[config.mk]
export PLATFORM = sky130hd
export DESIGN_NAME = agu_top
export DESIGN_NICKNAME = d
export VERILOG_FILES = /design/src/rtl/agu_pkg.sv /design/src/rtl/agu_size_cfg.sv /design/src/rtl/agu_ptr_file.sv /design/src/rtl/agu_step_calc.sv /design/src/rtl/agu_top.sv
export SDC_FILE = /design/constraint.sdc
export NUM_CORES = 1
export LEC_CHECK = 0
export BUFFER_PORTS_ARGS = -buffer_cell sky130_fd_sc_hd__buf_2
export CAP_MARGIN = 15
export CORE_MARGIN = 8
export CORE_UTILIZATION = 62
export CTS_CLUSTER_DIAMETER = 30
export DETAILED_ROUTE_END_ITERATION = 7
export GPL_ROUTABILITY_DRIVEN = 0
export HOLD_SLACK_MARGIN = 0.15
export PLACE_DENSITY = 0.82
export SLEW_MARGIN = 15
export SYNTH_ARGS = -nofsm -noshare
export SYNTH_HDL_FRONTEND = slang
export SYNTH_SLANG_ARGS = --single-unit
[constraint.sdc]
create_clock -name clk -period 8.25 [get_ports clk]
set_input_delay 0.4125 -clock clk [delete_from_list [all_inputs] [get_ports clk]]
set_output_delay 0.4125 -clock clk [all_outputs]
set_load 0.005 [all_outputs]
[src/rtl/agu_pkg.sv]
package agu_pkg;
  typedef enum logic [1:0] {
    UPD_LINEAR = 2'b00,
    UPD_CIRC   = 2'b01,
    UPD_BREV   = 2'b10,
    UPD_LIN2   = 2'b11
  } upd_mode_e;
endpackage

[src/rtl/agu_size_cfg.sv]
module agu_size_cfg #(
  parameter int AW = 16,
  localparam int LW = $clog2(AW + 1)
) (
  input  logic          clk,
  input  logic          rst_n,
  input  logic          we,
  input  logic          wslot,
  input  logic [LW-1:0] wlog,
  input  logic          rslot,
  output logic [LW-1:0] rlog
);
  logic [LW-1:0] slot_q [2];

  // store already saturated so readers see a legal width
  function automatic logic [LW-1:0] sat_log(input logic [LW-1:0] v);
    if (int'(v) > AW) return LW'(AW);
    return v;
  endfunction

  for (genvar s = 0; s < 2; s++) begin : g_slot
    always_ff @(posedge clk) begin
      if (!rst_n) slot_q[s] <= '0;
      else if (we && (wslot == s[0])) slot_q[s] <= sat_log(wlog);
    end
  end

  assign rlog = slot_q[rslot];

  p_slot_range_r6: assert property (@(posedge clk) disable iff (!rst_n)
    int'(rlog) <= AW);
endmodule

[src/rtl/agu_ptr_file.sv]
module agu_ptr_file #(
  parameter int AW   = 16,
  parameter int NPTR = 4,
  localparam int IW  = $clog2(NPTR)
) (
  input  logic                     clk,
  input  logic                     rst_n,
  input  logic                     ld_en,
  input  logic [IW-1:0]            ld_idx,
  input  logic [AW-1:0]            ld_val,
  input  logic                     up_en,
  input  logic [IW-1:0]            up_idx,
  input  logic [AW-1:0]            up_val,
  output logic [NPTR-1:0][AW-1:0]  ptr_all
);
  for (genvar i = 0; i < NPTR; i++) begin : g_ptr
    logic ld_hit, up_hit;
    assign ld_hit = ld_en && (ld_idx == IW'(i));
    assign up_hit = up_en && (up_idx == IW'(i));
    always_ff @(posedge clk) begin
      if (!rst_n)      ptr_all[i] <= '0;
      else if (ld_hit) ptr_all[i] <= ld_val;   // load has priority
      else if (up_hit) ptr_all[i] <= up_val;
    end
  end

  p_hold_r8: assert property (@(posedge clk) disable iff (!rst_n)
    (!ld_en && !up_en) |=> $stable(ptr_all));
endmodule

[src/rtl/agu_step_calc.sv]
module agu_step_calc
  import agu_pkg::*;
#(
  parameter int AW = 16,
  localparam int LW = $clog2(AW + 1)
) (
  input  logic [AW-1:0] cur,
  input  logic [AW-1:0] step,
  input  upd_mode_e     mode,
  input  logic [LW-1:0] lg,
  output logic [AW-1:0] nxt,
  output logic [AW-1:0] fld_mask
);
  function automatic logic [AW-1:0] low_mask(input logic [LW-1:0] l);
    logic [AW:0] m;
    m = ({{AW{1'b0}}, 1'b1} << l) - {{AW{1'b0}}, 1'b1};
    return m[AW-1:0];
  endfunction

  // reverse the low l bits of x; bits above l come out as zero
  function automatic logic [AW-1:0] rev_low(input logic [AW-1:0] x, input logic [LW-1:0] l);
    logic [AW-1:0] full;
    for (int i = 0; i < AW; i++) full[i] = x[AW-1-i];
    return full >> (AW - int'(l));
  endfunction

  function automatic logic [AW-1:0] circ_step(input logic [AW-1:0] p, input logic [AW-1:0] s,
                                              input logic [AW-1:0] m);
    return (p & ~m) | ((p + s) & m);
  endfunction

  function automatic logic [AW-1:0] brev_step(input logic [AW-1:0] p, input logic [AW-1:0] s,
                                              input logic [LW-1:0] l, input logic [AW-1:0] m);
    logic [AW-1:0] sum;
    sum = rev_low(rev_low(p, l) + rev_low(s, l), l);
    return (p & ~m) | (sum & m);
  endfunction

  assign fld_mask = low_mask(lg);

  always_comb begin
    unique case (mode)
      UPD_CIRC: nxt = circ_step(cur, step, fld_mask);
      UPD_BREV: nxt = brev_step(cur, step, lg, fld_mask);
      default:  nxt = cur + step;
    endcase
  end
endmodule

[src/rtl/agu_top.sv]
module agu_top
  import agu_pkg::*;
#(
  parameter int AW   = 16,
  parameter int NPTR = 4,
  localparam int IW  = $clog2(NPTR),
  localparam int LW  = $clog2(AW + 1)
) (
  input  logic          clk,
  input  logic          rst_n,
  input  logic          acc_en,
  input  logic [IW-1:0] acc_idx,
  input  logic [1:0]    acc_mode,
  input  logic          acc_pre,
  input  logic          acc_slot,
  input  logic [AW-1:0] acc_step,
  input  logic          ld_en,
  input  logic [IW-1:0] ld_idx,
  input  logic [AW-1:0] ld_val,
  input  logic          sz_we,
  input  logic          sz_slot,
  input  logic [LW-1:0] sz_log,
  output logic [AW-1:0] addr_out,
  output logic          addr_vld
);
  logic [NPTR-1:0][AW-1:0] ptr_all;
  logic [AW-1:0]           cur_ptr, nxt_ptr, fld_mask;
  logic [LW-1:0]           acc_log;
  logic                    ld_clash;
  upd_mode_e               mode_e;

  assign mode_e   = upd_mode_e'(acc_mode);
  assign cur_ptr  = ptr_all[acc_idx];
  assign ld_clash = ld_en && (ld_idx == acc_idx);

  agu_size_cfg #(.AW(AW)) u_size (
    .clk(clk), .rst_n(rst_n), .we(sz_we), .wslot(sz_slot), .wlog(sz_log),
    .rslot(acc_slot), .rlog(acc_log)
  );

  agu_step_calc #(.AW(AW)) u_calc (
    .cur(cur_ptr), .step(acc_step), .mode(mode_e), .lg(acc_log),
    .nxt(nxt_ptr), .fld_mask(fld_mask)
  );

  agu_ptr_file #(.AW(AW), .NPTR(NPTR)) u_ptrs (
    .clk(clk), .rst_n(rst_n), .ld_en(ld_en), .ld_idx(ld_idx), .ld_val(ld_val),
    .up_en(acc_en), .up_idx(acc_idx), .up_val(nxt_ptr), .ptr_all(ptr_all)
  );

  always_ff @(posedge clk) begin
    if (!rst_n) begin
      addr_out <= '0;
      addr_vld <= 1'b0;
    end else begin
      addr_vld <= acc_en;
      if (acc_en) addr_out <= acc_pre ? nxt_ptr : cur_ptr;
    end
  end

  p_post_emit_r1: assert property (@(posedge clk) disable iff (!rst_n)
    (acc_en && !acc_pre) |=> (addr_out == $past(cur_ptr)));

  p_pre_emit_r2: assert property (@(posedge clk) disable iff (!rst_n)
    (acc_en && acc_pre && !ld_clash) |=> (addr_out == ptr_all[$past(acc_idx)]));

  p_circ_upper_r4: assert property (@(posedge clk) disable iff (!rst_n)
    (acc_en && acc_mode == 2'b01 && !ld_clash) |=>
      ((ptr_all[$past(acc_idx)] & ~$past(fld_mask)) == ($past(cur_ptr) & ~$past(fld_mask))));

  p_brev_upper_r5: assert property (@(posedge clk) disable iff (!rst_n)
    (acc_en && acc_mode == 2'b10 && !ld_clash) |=>
      ((ptr_all[$past(acc_idx)] & ~$past(fld_mask)) == ($past(cur_ptr) & ~$past(fld_mask))));

  p_load_wins_r7: assert property (@(posedge clk) disable iff (!rst_n)
    ld_en |=> (ptr_all[$past(ld_idx)] == $past(ld_val)));

  p_vld_idle_r1: assert property (@(posedge clk) disable iff (!rst_n)
    !acc_en |=> !addr_vld);
endmodule

==> results <==
- The die outline area is between 15000 and 20000 µm².
- The global routing stage identified its most utilized layer as met2.
- At the end of the flow, the number of nets in the layout was 1272.
- In this run the mean area of a mapped cell was approximately 7.5 µm².
- Summed over all nets, the switching power comes to 0.782 mW.
- Cells fill 68.1% of the core in the end.
- Based on the critical path, the design can be clocked at up to roughly 160 MHz.
- The met2 capacity usage during global routing is 51.7%.
- The kind of end point of the critical path is a register.
- The proportion of total power due to net switching is 43.5%.
- The launching instance or port of the critical path is acc_slot.
- The count of boundary I/O pins is 68.
- The initial cell density of the core is about 64%.
- The post-synthesis sequential area ratio is 21.8%.
- For met3 alone, demand over resource in global routing was 7.97%.
- The clock net sink count is 91.
- In the routed layout, each cell is associated on average with a via count of 7.45.
- The CTS tree is done.
- The total leakage power is 3.81 nW.
- The maximum number of pins on one net before global-route repair is 61.
- The number of buffers on the longest clock path is 2.
- Across all register-to-register paths, the minimum setup slack is 1.96 ns.
- The tightest slew margin relative to the limit is 33.5%.
- After detailed routing, the average wire length per cell comes to approximately 23 µm.
- The tightest min-delay check is of the input port to register type.
- Among all stages on the critical path, the largest delay is contributed by sky130_fd_sc_hd__o311ai_1.
- The accumulated negative setup slack is 0 ns.
- Setup violations remaining at the end of the flow were counted as 0.
- Setup repair after global routing left no endpoint under its margin.
- In this run the critical register-to-register path is launched from u_size.slot_q[1][0].
- Before antenna repair, the detailed router went through 6 iterations.
- The number of global-route vias before repair is 9159.
- The critical path is of the input port to register type.
- The cell family contributing the most delay on the critical path is compound AO/OA/AOI/OAI gates.
- Ranked by total cell area, the synthesized netlist is headed by sky130_fd_sc_hd__dfxtp_1 (18%), sky130_fd_sc_hd__nor2_1 (6.8%), sky130_fd_sc_hd__nand2_1 (6.1%).
- 0 antenna diodes ended up in the layout.
- The post-layout minimum cycle time is 6.33 ns.
- The cell count after synthesis came out at 1173.
- Sequential cells account for between 20 and 30% of the total power.
- The peak ir drop on the vdd network is about 140 µV.
- The count of endpoints failing hold in the final timing report was 0.
- The final cycle utilization of the critical path is 76.7%.
- Per report_power, the clock group accounts for around a quarter of the total.
- Buffers placed on the I/O ports in this run total 67.
- The post-route standard cell area excluding fillers is 9450 µm².
- The power per standard cell area is 190 nW/µm².
- The first global-routing pass estimated 48300 µm of wire.
- The most repeated cell in the gate-level netlist after synthesis is sky130_fd_sc_hd__nor2_1.
- The ratio of cells with drive above 1 in the final layout is 11.5%.
- After detailed routing, the number of remaining DRC violations is 0.
- The die span in x is 135 µm.
- The cell sitting at the root of the clock tree is a sky130_fd_sc_hd__clkbuf_16.
- The DRC marker count from the first detailed-route iteration is about 1400.
- The distinct cell type count after synthesis is 82.
- Global routing consumed, over all layers together, 32.8% of the routing resources.
- For the worst setup path, the data required time is 8.51 ns.
- Summing all placed instances gives a cell area of 9160 µm².
- The number of filler cells placed in the layout is 1203.
- Between clock sinks in the finished design, the worst skew comes to 0.0119 ns.
- Counting flops with a built-in enable in the synthesized netlist gives 10.
- The detailed placer's ending HPWL is 22500 µm.
- The clock-pin slew reported for the worst setup and hold paths after clock tree synthesis is 0.06 ns.
- The flow ran to the end, and the final reports show no timing, DRC or antenna violations.
- The type of origin of the critical path is an input port.
- After global routing the overflow that remains totals 0.
- Buffers inserted during clock tree synthesis total 9.
- The cell depth of the worst min-delay path is 3.
- Buffers inserted to repair hold after CTS numbered 0.
- The tool flagged a number of max-cap violations equal to 0.
- Yosys printed 0 warnings.
- After synthesis the netlist holds a flip-flop and latch count of 91.
- The transition at the pin with the smallest max-transition slack is a little under 1 ns.
- The signal on the critical path passes through buf_2, mux2i_4, clkinv_1, buf_4, o21ai_0, nor2_1, or3_1, mux2i_1, nor2_1, nor3_1, ha_1, nor2b_1, o2111a_1, nor4_1, o21ai_1, and3_1, nor4_1, a31oi_1, o311ai_1, o221ai_1, a21oi_1.
- The prevailing post-synth register cell is sky130_fd_sc_hd__dfxtp_1.
- The total buffers and inverters traversed by the critical path is 3.
- The detail route stage leaves a number of antenna-violating nets equal to 0.
- Combinational logic is responsible for about half of the overall power.
- The end point of the critical path is u_ptrs.ptr_all[4].
- The clock tree synthesis step divided the H-tree into 3 levels.
- The design internal power is between 1 and 1.5 mW.
- In this run the critical register-to-register path is captured at u_ptrs.ptr_all[4].
- The buffers inserted during post-CTS setup optimization is 0.
- Ranked by instance count, the synthesized netlist is headed by sky130_fd_sc_hd__nor2_1 (159), sky130_fd_sc_hd__nand2_1 (144), sky130_fd_sc_hd__dfxtp_1 (81).
- At the later pin of the worst-skew pair, clock insertion delay measures 0.35 ns.
- The sum of internal, switching and leakage power is between 1.5 and 2 mW.
- The number of max-slew violations in the final report came to 0.
- The met1 track demand over resource is 39.9%.
- The number of nets handed over by synthesis was 1264.
- The number of antenna violations at the first check in global routing is 0.
- In this run the number of cells on the critical path is 21.
- At the worst endpoint, the arrival time is around 6.6 ns.
- The die outline height is 135 µm.
- Summed over all instances, the cell type with the most area after synthesis is sky130_fd_sc_hd__dfxtp_1.
- The post-CTS resize count is 0.
- Compared with the post-synthesis result, the final layout area differs by 7.12%.
- Summing over every cut layer, the via total after detailed routing is 10200.
- The total length of routed wires is ~31000 µm.
- In this run the cell area of the synthesized design comes to ~8800 µm².
- The fraction of synthesized cell area taken by the top area cell type is 18.4%.
- The placeable core area is roughly 14000 µm².
- The critical hold path startpoint is ld_val[4].
- The depth of the worst register-to-register path is 20.
- The peak per-stage delay on the critical path is 0.87 ns.
- The initialized floorplan defines 43 standard-cell rows.
- Counting flops with an async set or reset pin after synthesis yields a share of 0%.
- In this run the worst path has a maximum fanout of 39.
-- how the worst min path moves through the flow --
| stage | end | slack, ns |
|---|---|---|
| after detailed placement | addr_out[5] | 0.45 |
| after global placement | addr_out[5] | 0.45 |
| after floorplan | u_ptrs.ptr_all[33] | 0.45 |
| after CTS | u_ptrs.ptr_all[36] | 0.35 |
| final | u_ptrs.ptr_all[36] | 0.35 |
| after global routing | u_ptrs.ptr_all[52] | 0.37 |
-- state kept, by name (all words and copies together) (netlist names) --
signal and flops:
addr_out 16, addr_vld 1, u_size.slot_q 10, u_ptrs.ptr_all 64
-- cells in the final DEF (no fill, tap or decap), types with 6 or more instances in the layout --
cell	instances
sky130_fd_sc_hd__nor2_1	159
sky130_fd_sc_hd__nand2_1	144
sky130_fd_sc_hd__dfxtp_1	81
sky130_fd_sc_hd__buf_2	67
sky130_fd_sc_hd__o21ai_0	61
sky130_fd_sc_hd__a21oi_1	49
sky130_fd_sc_hd__mux2i_1	42
sky130_fd_sc_hd__nand3_1	41
sky130_fd_sc_hd__ha_1	38
sky130_fd_sc_hd__nor3_1	32
sky130_fd_sc_hd__o32ai_1	28
sky130_fd_sc_hd__inv_1	25
sky130_fd_sc_hd__a211oi_1	25
sky130_fd_sc_hd__o221ai_1	22
sky130_fd_sc_hd__o211ai_1	21
sky130_fd_sc_hd__o22ai_1	19
sky130_fd_sc_hd__mux4_2	17
sky130_fd_sc_hd__a31oi_1	17
sky130_fd_sc_hd__xor2_1	16
sky130_fd_sc_hd__a21o_1	13
sky130_fd_sc_hd__xnor2_1	13
sky130_fd_sc_hd__or3_1	12
sky130_fd_sc_hd__nand3b_1	12
sky130_fd_sc_hd__buf_4	12
sky130_fd_sc_hd__o22a_1	11
sky130_fd_sc_hd__and3_1	11
sky130_fd_sc_hd__nand2b_1	10
sky130_fd_sc_hd__and2_1	10
sky130_fd_sc_hd__a32oi_1	10
sky130_fd_sc_hd__edfxtp_1	10
sky130_fd_sc_hd__clkbuf_16	9
sky130_fd_sc_hd__o31ai_1	8
sky130_fd_sc_hd__a311oi_1	8
sky130_fd_sc_hd__o21a_1	8
sky130_fd_sc_hd__nand4_1	7
sky130_fd_sc_hd__o311a_1	7
sky130_fd_sc_hd__o21ai_1	6
sky130_fd_sc_hd__or2_2	6
sky130_fd_sc_hd__a22oi_1	6
-- layer usage --
layer | vias to the layer above | wire, µm | share of wire, %
met2 | 802 | 14200 | 45
met3 | 186 | 3780 | 12
li1 | 4473 | - | -
met1 | 4712 | 11300 | 36
met4 | 0 | 1940 | 6.2
met5 | - | 0 | 0
-- through the flow --
stage,worst slack [ns],std cells,hold slack [ns]
after CTS,2.12,1365,0.346
after floorplan,1.65,1173,0.448
after global placement,1.87,1350,0.447
after global routing,1.58,1365,0.375
final,1.92,1365,0.348
after detailed placement,1.83,1350,0.454
-- power by group through the flow --
stage	registers, mW	logic [mW]	clock network (mW)
after floorplan	0.507	0.606	0
after global placement	0.511	0.817	0
after detailed placement	0.513	0.826	0
after CTS	0.503	0.832	0.415
after global routing	0.507	0.927	0.432
final	0.505	0.874	0.418
-- cell type report --
class / count / area, µm² / share of cell area [%]
inverter: 28 / 105 / 1.11
sequential: 91 / 1920 / 20.3
multi-input combinational: 972 / 6480 / 68.6
timing repair buffer: 79 / 425 / 4.50
clock buffer: 10 / 229 / 2.42
tap: 180 / 225 / 2.38
clock inverter: 5 / 61.3 / 0.649
-- logic make-up (layout without fill, tap and decap cells) --
group	after synthesis	count (layout)	synth area share, %
DFF	91	91	21.8
muxes	64	64	9.90
adders and majority gates	40	40	5.84
xor gates and xnor gates	30	30	3.06
and+or+nand+nor	466	466	23.9
buffers and inverters	110	122	4.91
AOI/OAI and AO/OA	372	372	30.6
-- tightest hold or removal path, cell delays in order --
cell                      delay, ns
sky130_fd_sc_hd__buf_2         0.12
sky130_fd_sc_hd__nand2_1       0.06
sky130_fd_sc_hd__a21oi_1       0.05
Power figures use the tool's default switching activity.
